==> src/rtl/lcd_mux_pkg.sv <==
package lcd_mux_pkg;

    typedef enum logic [1:0] {
        LVL_V0 = 2'd0,
        LVL_V1 = 2'd1,
        LVL_V2 = 2'd2,
        LVL_V3 = 2'd3
    } lvl_e;

    typedef enum logic [1:0] {
        ST_OFF   = 2'd0,
        ST_LOAD  = 2'd1,
        ST_DRIVE = 2'd2
    } seq_state_e;

    typedef enum logic [1:0] {
        TGT_SEG   = 2'd0,
        TGT_BLINK = 2'd1,
        TGT_MAP   = 2'd2,
        TGT_NONE  = 2'd3
    } wr_tgt_e;

    // Backplane level: unused electrodes sit at zero bias.
    function automatic lvl_e bp_code(input logic used, input logic sel, input logic pol);
        if (!used) return LVL_V0;
        if (sel)   return pol ? LVL_V0 : LVL_V3;
        return pol ? LVL_V2 : LVL_V1;
    endfunction

    // Frontplane level: "on" opposes the active backplane, "off" sits mid-rail.
    function automatic lvl_e fp_code(input logic on, input logic pol);
        if (on) return pol ? LVL_V3 : LVL_V0;
        return pol ? LVL_V1 : LVL_V2;
    endfunction

endpackage

==> src/rtl/lcd_seg_store.sv <==
module lcd_seg_store
    import lcd_mux_pkg::*;
#(
    parameter int NUM_FP = 20,
    parameter int BP_MAX = 8,
    parameter int IDXW   = 5
) (
    input  logic                             clk,
    input  logic                             rst_n,
    input  logic                             wr_en,
    input  logic [1:0]                       wr_target,
    input  logic [IDXW-1:0]                  wr_index,
    input  logic [BP_MAX-1:0]                wr_data,
    input  logic                             load,
    output logic [NUM_FP-1:0][BP_MAX-1:0]    act_seg,
    output logic [NUM_FP-1:0][BP_MAX-1:0]    act_blink,
    output logic [NUM_FP-1:0][IDXW-1:0]      pin_map
);

    for (genvar c = 0; c < NUM_FP; c++) begin : g_col
        logic [BP_MAX-1:0] stage_seg_q;
        logic [BP_MAX-1:0] stage_blink_q;
        logic [BP_MAX-1:0] work_seg_q;
        logic [BP_MAX-1:0] work_blink_q;
        logic [IDXW-1:0]   map_q;
        logic              hit;

        assign hit = wr_en && (wr_index == IDXW'(c));

        always_ff @(posedge clk or negedge rst_n) begin
            if (!rst_n) begin
                stage_seg_q   <= '0;
                stage_blink_q <= '0;
                work_seg_q    <= '0;
                work_blink_q  <= '0;
                map_q         <= IDXW'(c);
            end else begin
                if (hit && (wr_target == TGT_SEG))   stage_seg_q   <= wr_data;
                if (hit && (wr_target == TGT_BLINK)) stage_blink_q <= wr_data;
                if (hit && (wr_target == TGT_MAP))   map_q         <= wr_data[IDXW-1:0];
                if (load) begin
                    work_seg_q   <= stage_seg_q;
                    work_blink_q <= stage_blink_q;
                end
            end
        end

        assign act_seg[c]   = work_seg_q;
        assign act_blink[c] = work_blink_q;
        assign pin_map[c]   = map_q;
    end

endmodule

==> src/rtl/lcd_phase_seq.sv <==
module lcd_phase_seq
    import lcd_mux_pkg::*;
#(
    parameter int BP_MAX       = 8,
    parameter int PHASE_CYCLES = 64,
    parameter int FRAME_W      = 8
) (
    input  logic                       clk,
    input  logic                       rst_n,
    input  logic                       enable,
    input  logic                       mux8_sel,
    output seq_state_e                 state,
    output logic [$clog2(BP_MAX)-1:0]  phase,
    output logic                       pol,
    output logic                       mode8,
    output logic [FRAME_W-1:0]         frame_cnt,
    output logic                       load
);

    localparam int PHW = $clog2(BP_MAX);
    localparam int TW  = (PHASE_CYCLES > 1) ? $clog2(PHASE_CYCLES) : 1;
    localparam logic [TW-1:0]  TICK_LAST = TW'(PHASE_CYCLES - 1);
    localparam logic [PHW-1:0] PH_LAST8  = PHW'(BP_MAX - 1);
    localparam logic [PHW-1:0] PH_LAST4  = PHW'(BP_MAX / 2 - 1);

    seq_state_e         state_q, state_d;
    logic [TW-1:0]      tick_q;
    logic [PHW-1:0]     phase_q;
    logic               pol_q;
    logic               mode8_q;
    logic [FRAME_W-1:0] frame_q;
    logic               last_tick, last_phase;

    assign last_tick  = (tick_q == TICK_LAST);
    assign last_phase = (phase_q == (mode8_q ? PH_LAST8 : PH_LAST4));

    // State register
    always_ff @(posedge clk or negedge rst_n) begin
        if (!rst_n) state_q <= ST_OFF;
        else        state_q <= state_d;
    end

    // Transitions
    always_comb begin
        state_d = state_q;
        unique case (state_q)
            ST_OFF:   if (enable) state_d = ST_LOAD;
            ST_LOAD:  state_d = enable ? ST_DRIVE : ST_OFF;
            ST_DRIVE: begin
                if (!enable)                      state_d = ST_OFF;
                else if (last_tick && last_phase) state_d = ST_LOAD;
            end
            default:  state_d = ST_OFF;
        endcase
    end

    // Phase, polarity and frame bookkeeping
    always_ff @(posedge clk or negedge rst_n) begin
        if (!rst_n) begin
            tick_q  <= '0;
            phase_q <= '0;
            pol_q   <= 1'b0;
            mode8_q <= 1'b0;
            frame_q <= '0;
        end else begin
            unique case (state_q)
                ST_OFF: begin
                    tick_q  <= '0;
                    phase_q <= '0;
                    pol_q   <= 1'b0;
                    frame_q <= '0;
                end
                ST_LOAD: begin
                    tick_q  <= '0;
                    phase_q <= '0;
                    mode8_q <= mux8_sel;
                end
                ST_DRIVE: begin
                    if (last_tick) begin
                        tick_q <= '0;
                        if (last_phase) begin
                            phase_q <= '0;
                            pol_q   <= ~pol_q;
                            frame_q <= frame_q + 1'b1;
                        end else begin
                            phase_q <= phase_q + 1'b1;
                        end
                    end else begin
                        tick_q <= tick_q + 1'b1;
                    end
                end
                default: begin
                    tick_q  <= '0;
                    phase_q <= '0;
                end
            endcase
        end
    end

    assign state     = state_q;
    assign phase     = phase_q;
    assign pol       = pol_q;
    assign mode8     = mode8_q;
    assign frame_cnt = frame_q;
    assign load      = (state_q == ST_LOAD);

endmodule

==> src/rtl/lcd_level_drive.sv <==
module lcd_level_drive
    import lcd_mux_pkg::*;
#(
    parameter int NUM_FP = 20,
    parameter int BP_MAX = 8,
    parameter int IDXW   = 5,
    parameter int PHW    = 3
) (
    input  logic                          drive_on,
    input  logic [PHW-1:0]                phase,
    input  logic                          pol,
    input  logic                          mode8,
    input  logic                          blank,
    input  logic [NUM_FP-1:0][BP_MAX-1:0] act_seg,
    input  logic [NUM_FP-1:0][BP_MAX-1:0] act_blink,
    input  logic [NUM_FP-1:0][IDXW-1:0]   pin_map,
    output logic [BP_MAX-1:0][1:0]        bp_lvl,
    output logic [NUM_FP-1:0][1:0]        fp_lvl
);

    for (genvar b = 0; b < BP_MAX; b++) begin : g_bp
        localparam bit LOWER_HALF = (b < BP_MAX / 2);
        logic used, sel;
        assign used      = drive_on && (mode8 || LOWER_HALF);
        assign sel       = (phase == PHW'(b));
        assign bp_lvl[b] = bp_code(used, sel, pol);
    end

    for (genvar p = 0; p < NUM_FP; p++) begin : g_fp
        logic [IDXW-1:0]   col;
        logic              col_ok;
        logic [BP_MAX-1:0] seg_bits, blink_bits;
        logic              lit;
        assign col        = pin_map[p];
        assign col_ok     = ({1'b0, col} < (IDXW + 1)'(NUM_FP));
        assign seg_bits   = col_ok ? act_seg[col]   : '0;
        assign blink_bits = col_ok ? act_blink[col] : '0;
        assign lit        = seg_bits[phase] && !(blank && blink_bits[phase]);
        assign fp_lvl[p]  = drive_on ? fp_code(lit, pol) : LVL_V0;
    end

endmodule

==> src/rtl/lcd_mux_driver.sv <==
module lcd_mux_driver
    import lcd_mux_pkg::*;
#(
    parameter int NUM_FP       = 20,
    parameter int BP_MAX       = 8,
    parameter int PHASE_CYCLES = 64,
    parameter int FRAME_W      = 8
) (
    input  logic                         clk,
    input  logic                         rst_n,
    input  logic                         enable,
    input  logic                         mux8_sel,
    input  logic                         blink_en,
    input  logic [$clog2(FRAME_W)-1:0]   blink_tap,
    input  logic                         wr_en,
    input  logic [1:0]                   wr_target,
    input  logic [$clog2(NUM_FP)-1:0]    wr_index,
    input  logic [BP_MAX-1:0]            wr_data,
    output logic [2*BP_MAX-1:0]          bp_lvl,
    output logic [2*NUM_FP-1:0]          fp_lvl
);

    localparam int IDXW = $clog2(NUM_FP);
    localparam int PHW  = $clog2(BP_MAX);

    seq_state_e                  seq_state;
    logic [PHW-1:0]              phase;
    logic                        pol, mode8, load;
    logic [FRAME_W-1:0]          frame_cnt;
    logic [NUM_FP-1:0][BP_MAX-1:0] act_seg, act_blink;
    logic [NUM_FP-1:0][IDXW-1:0] pin_map;
    logic [BP_MAX-1:0][1:0]      bp_arr;
    logic [NUM_FP-1:0][1:0]      fp_arr;
    logic                        blank;

    lcd_phase_seq #(
        .BP_MAX(BP_MAX), .PHASE_CYCLES(PHASE_CYCLES), .FRAME_W(FRAME_W)
    ) u_seq (
        .clk(clk), .rst_n(rst_n), .enable(enable), .mux8_sel(mux8_sel),
        .state(seq_state), .phase(phase), .pol(pol), .mode8(mode8),
        .frame_cnt(frame_cnt), .load(load)
    );

    lcd_seg_store #(
        .NUM_FP(NUM_FP), .BP_MAX(BP_MAX), .IDXW(IDXW)
    ) u_store (
        .clk(clk), .rst_n(rst_n), .wr_en(wr_en), .wr_target(wr_target),
        .wr_index(wr_index), .wr_data(wr_data), .load(load),
        .act_seg(act_seg), .act_blink(act_blink), .pin_map(pin_map)
    );

    assign blank = blink_en && frame_cnt[blink_tap];

    lcd_level_drive #(
        .NUM_FP(NUM_FP), .BP_MAX(BP_MAX), .IDXW(IDXW), .PHW(PHW)
    ) u_drive (
        .drive_on(seq_state == ST_DRIVE), .phase(phase), .pol(pol),
        .mode8(mode8), .blank(blank), .act_seg(act_seg),
        .act_blink(act_blink), .pin_map(pin_map),
        .bp_lvl(bp_arr), .fp_lvl(fp_arr)
    );

    assign bp_lvl = bp_arr;
    assign fp_lvl = fp_arr;

endmodule

==> config.mk <==
export PLATFORM = sky130hd
export DESIGN_NAME = lcd_mux_driver
export DESIGN_NICKNAME = d
export VERILOG_FILES = /design/src/rtl/lcd_mux_pkg.sv /design/src/rtl/lcd_seg_store.sv /design/src/rtl/lcd_phase_seq.sv /design/src/rtl/lcd_level_drive.sv /design/src/rtl/lcd_mux_driver.sv
export SDC_FILE = /design/constraint.sdc
export NUM_CORES = 2
export LEC_CHECK = 0
export BUFFER_PORTS_ARGS = -buffer_cell sky130_fd_sc_hd__buf_2
export CAP_MARGIN = 20
export CORE_MARGIN = 10
export CORE_UTILIZATION = 30
export CTS_CLUSTER_SIZE = 20
export DETAILED_ROUTE_END_ITERATION = 10
export PLACE_DENSITY = 0.57
export SYNTH_ARGS = -nofsm -noshare
export SYNTH_HDL_FRONTEND = slang
export SYNTH_SLANG_ARGS = --single-unit
==> constraint.sdc <==
create_clock -name clk -period 3.2 [get_ports clk]
set_clock_uncertainty 0.1 [all_clocks]
set_input_delay 0.32 -clock clk [delete_from_list [all_inputs] [get_ports clk]]
set_output_delay 0.32 -clock clk [all_outputs]
set_load 0.1 [all_outputs]
==> impl_metrics.py <==
metrics = {
    "routing": {
        "finalWirelength_um": 595000,
        "ant_nets": 0,
        "first_pass_iters": 8,
        "drcViolationCount": 0,
        "drt_first_iter_violations": 13400,
        "avgRoutedWirePerCell_um": 48.7,
        "via_count": 84400,
        "via_per_inst": 6.91,
    },
    "run": {
        "max-cap-violations": 0,
    },
    "placed_design": {
        "dpl.hpwl_um": 452000,
        "dp.cells": 11800,
        "routabilityCongestion": 1.09,
        "place_ws_ns": -1.51,
        "port_buffers": 79,
        "dpl_cell_area_um2": 109000,
    },
    "synthesis": {
        "synth-seq-area-share": 0.227,
        "postSynthAreaPerCell_um2": 12.4,
        "netlist_area_um2": 84300,
        "synth_edf_count": 0,
        "yosys_most_used_dff": "dfrtp_1",
        "yosysWarnings": 0,
        "syn-num-nets": 6836,
        "ys_seq_elements": 761,
        "ys_types": 70,
        "synthArstFlopShare": 1.00,
        "syn_inst": 6800,
    },
    "power": {
        "total_power_mw": 55.4,
        "p_per_area_nw_per_um2": 470,
        "irDropWorstVdd_v": 0.000428,
        "power.leakage_nw": 45.8,
    },
    "sta": {
        "rsz0062_at_grt": "true",
        "finalSetupViolCount": 20,
        "timing.final.crit_share": 1.57,
        "fmaxAchievable_mhz": 199,
        "hold_ws_ns": 0.112,
        "tightest_slew_ns": 1.13,
        "drv_slew": 0,
        "hold_violations": 0,
        "max_slew_margin": 0.246,
        "tns_ns": -28.76,
        "fin_ws_ns": -1.82,
        "min_period_ns": 5.02,
    },
    "clock_tree": {
        "cts_max_level": 3,
        "cts-root-buf": "clkbuf_16",
        "cts_tree": "built",
        "clock_sinks": 761,
        "cts_buffers": 91,
        "worstSkewPairLatency_ns": 0.79,
        "path_clk_slew_ns": 0.07,
        "clk_path_buf_depth": 3,
    },
    "cells_and_area": {
        "seq_area_um2": 19300,
        "final_cell_mix": "buf_4 (2115), mux4_2 (1501), mux2_2 (851)",
        "final_area_um2": 118000,
        "final_nets": 8411,
        "area_growth_pct": 39.8,
        "post-route-util": 0.422,
        "stdcell_count": 12200,
        "final_common_cell": "buf_4",
        "drive_above_1_share": 0.685,
        "multiInputGateArea_um2": 62100,
        "fillers": 25800,
    },
    "global_routing": {
        "grt_max_degree": 112,
        "grt_pass1_vias": 82300,
        "antenna_found_initial": 66,
        "grt_pass1_wl_um": 781000,
        "grt-ovfl-total": 0,
        "grtUsageTotal": 0.379,
    },
    "setup_path": {
        "cp.required_ns": 2.78,
        "worst_r2r_path_depth": 10,
        "cp_max_fo": 17,
        "critPathCaptureType": "output port",
        "crit_type": "flop to output port",
        "cp.arrival_ns": 4.60,
        "cp-start-kind": "flop",
    },
    "floorplan": {
        "ios": 80,
        "row_count": 194,
        "core_um2": 280000,
        "fp.dieW_um": 550,
        "dieArea_um2": 303000,
        "initial_core_util": 0.301,
        "die_h_um": 550,
    },
    "run_status": {
        "violations": "negative setup slack",
        "status": "finished with violations",
    },
    "hold_path": {
        "min_path_cells": 2,
        "hp-class": "input port to flop",
    },
}
[flip-flops by register name, summed over array words and instances (netlist names)]
register and flops:
u_seq.pol 1, u_seq.phase 3, u_seq.tick_q 6, u_store.g_col.stage_blink_q 160
u_store.g_col.work_blink_q 160, u_store.g_col.work_seg_q 160, u_seq.mode8 1, u_seq.frame_cnt 8
u_store.g_col.map_q 100, u_store.g_col.stage_seg_q 160, u_seq.state 2
[Yosys cell counts, types with 78 or more instances]
library cell | instances | share of area
buf_4 | 78 | 0.0069
clkbuf_1 | 870 | 0.039
nor2_1 | 205 | 0.0091
mux4_2 | 1501 | 0.40
mux2_2 | 875 | 0.12
buf_2 | 285 | 0.017
nand2_1 | 182 | 0.0081
o211ai_1 | 100 | 0.0089
dfrtp_1 | 721 | 0.21
mux2i_1 | 578 | 0.069
buf_1 | 90 | 0.0040
o21ai_0 | 207 | 0.012
a21oi_1 | 337 | 0.020
[power by group]
group	internal, mW	switching [mW]	total [mW]
combinational	14.8	17.2	31.9
sequential	10.7	1.50	12.2
clock	6.27	4.90	11.2
total	31.8	23.6	55.4
[final cells by class]
type,instances,share of cell area
flip-flops and latches,761,0.164
clock inverters,39,0.00376
repair inverters,1,0.0000637
clock buffers,128,0.0226
inverters,23,0.000870
well taps,3724,0.0395
repair buffers,2809,0.242
diodes,40,0.000849
multi-input cells,4688,0.527
[timing repair]
item / in CTS / in global routing
hold buffers: 5 / 0
setup buffers: 165 / 46
endpoints found under the hold margin: 286 / 0
pin swaps: 122 / 77
resized for setup: 589 / 158
cloned: 19 / 5
endpoints found under the setup margin: 50 / 43
[final timing paths]
check / start / end / slack, ns
min in group asynchronous: rst_n / u_store.g_col[10].work_seg_q[7] / 0.15
max in group asynchronous: rst_n / u_store.g_col[5].map_q[0] / 1.98
worst max register to register: u_seq.tick_q[0] / u_seq.frame_cnt[5] / 0.62
worst min register to register: u_store.g_col[3].stage_seg_q[0] / u_store.g_col[3].work_seg_q[0] / 0.37
worst max-delay path: u_store.g_col[14].map_q[1] / fp_lvl[29] / -1.82
worst min-delay path: wr_data[1] / u_store.g_col[10].map_q[1] / 0.11
[critical path, stage by stage, from the launching register on]
cell and delay, ns:
dfstp_4 0.65, buf_12 0.18, buf_16 0.22, mux4_2 0.26, mux2i_1 0.09, o21ai_0 0.44, o22ai_1 0.20, buf_4 0.21
a21oi_4 0.33, nand3_2 0.19, buf_6 0.17, mux2i_4 0.43, buf_12 0.17, buf_16 0.16
[layer usage]
| metal | vias to the layer above | track usage | share of wire |
|---|---|---|---|
| li1 | 30500 | - | - |
| met1 | 44900 | 0.467 | 0.37 |
| met2 | 7117 | 0.526 | 0.40 |
| met3 | 1866 | 0.185 | 0.15 |
| met4 | 60 | 0.239 | 0.084 |
| met5 | - | 0.00344 | 0.00092 |
[logic make-up (layout without fill, tap and decap cells)]
logic type / after synthesis / in the layout / synth area share
other: 0 / 40 / 0
xor gates and xnor gates: 17 / 17 / 0.00177
and+or+nand+nor: 693 / 693 / 0.0393
buffers and inverters: 1351 / 3000 / 0.0683
muxes: 2954 / 2954 / 0.587
DFF: 761 / 761 / 0.227
adders and majority gates: 12 / 12 / 0.00178
AOI/OAI and AO/OA: 1012 / 1012 / 0.0757
Power figures use the tool's default switching activity.
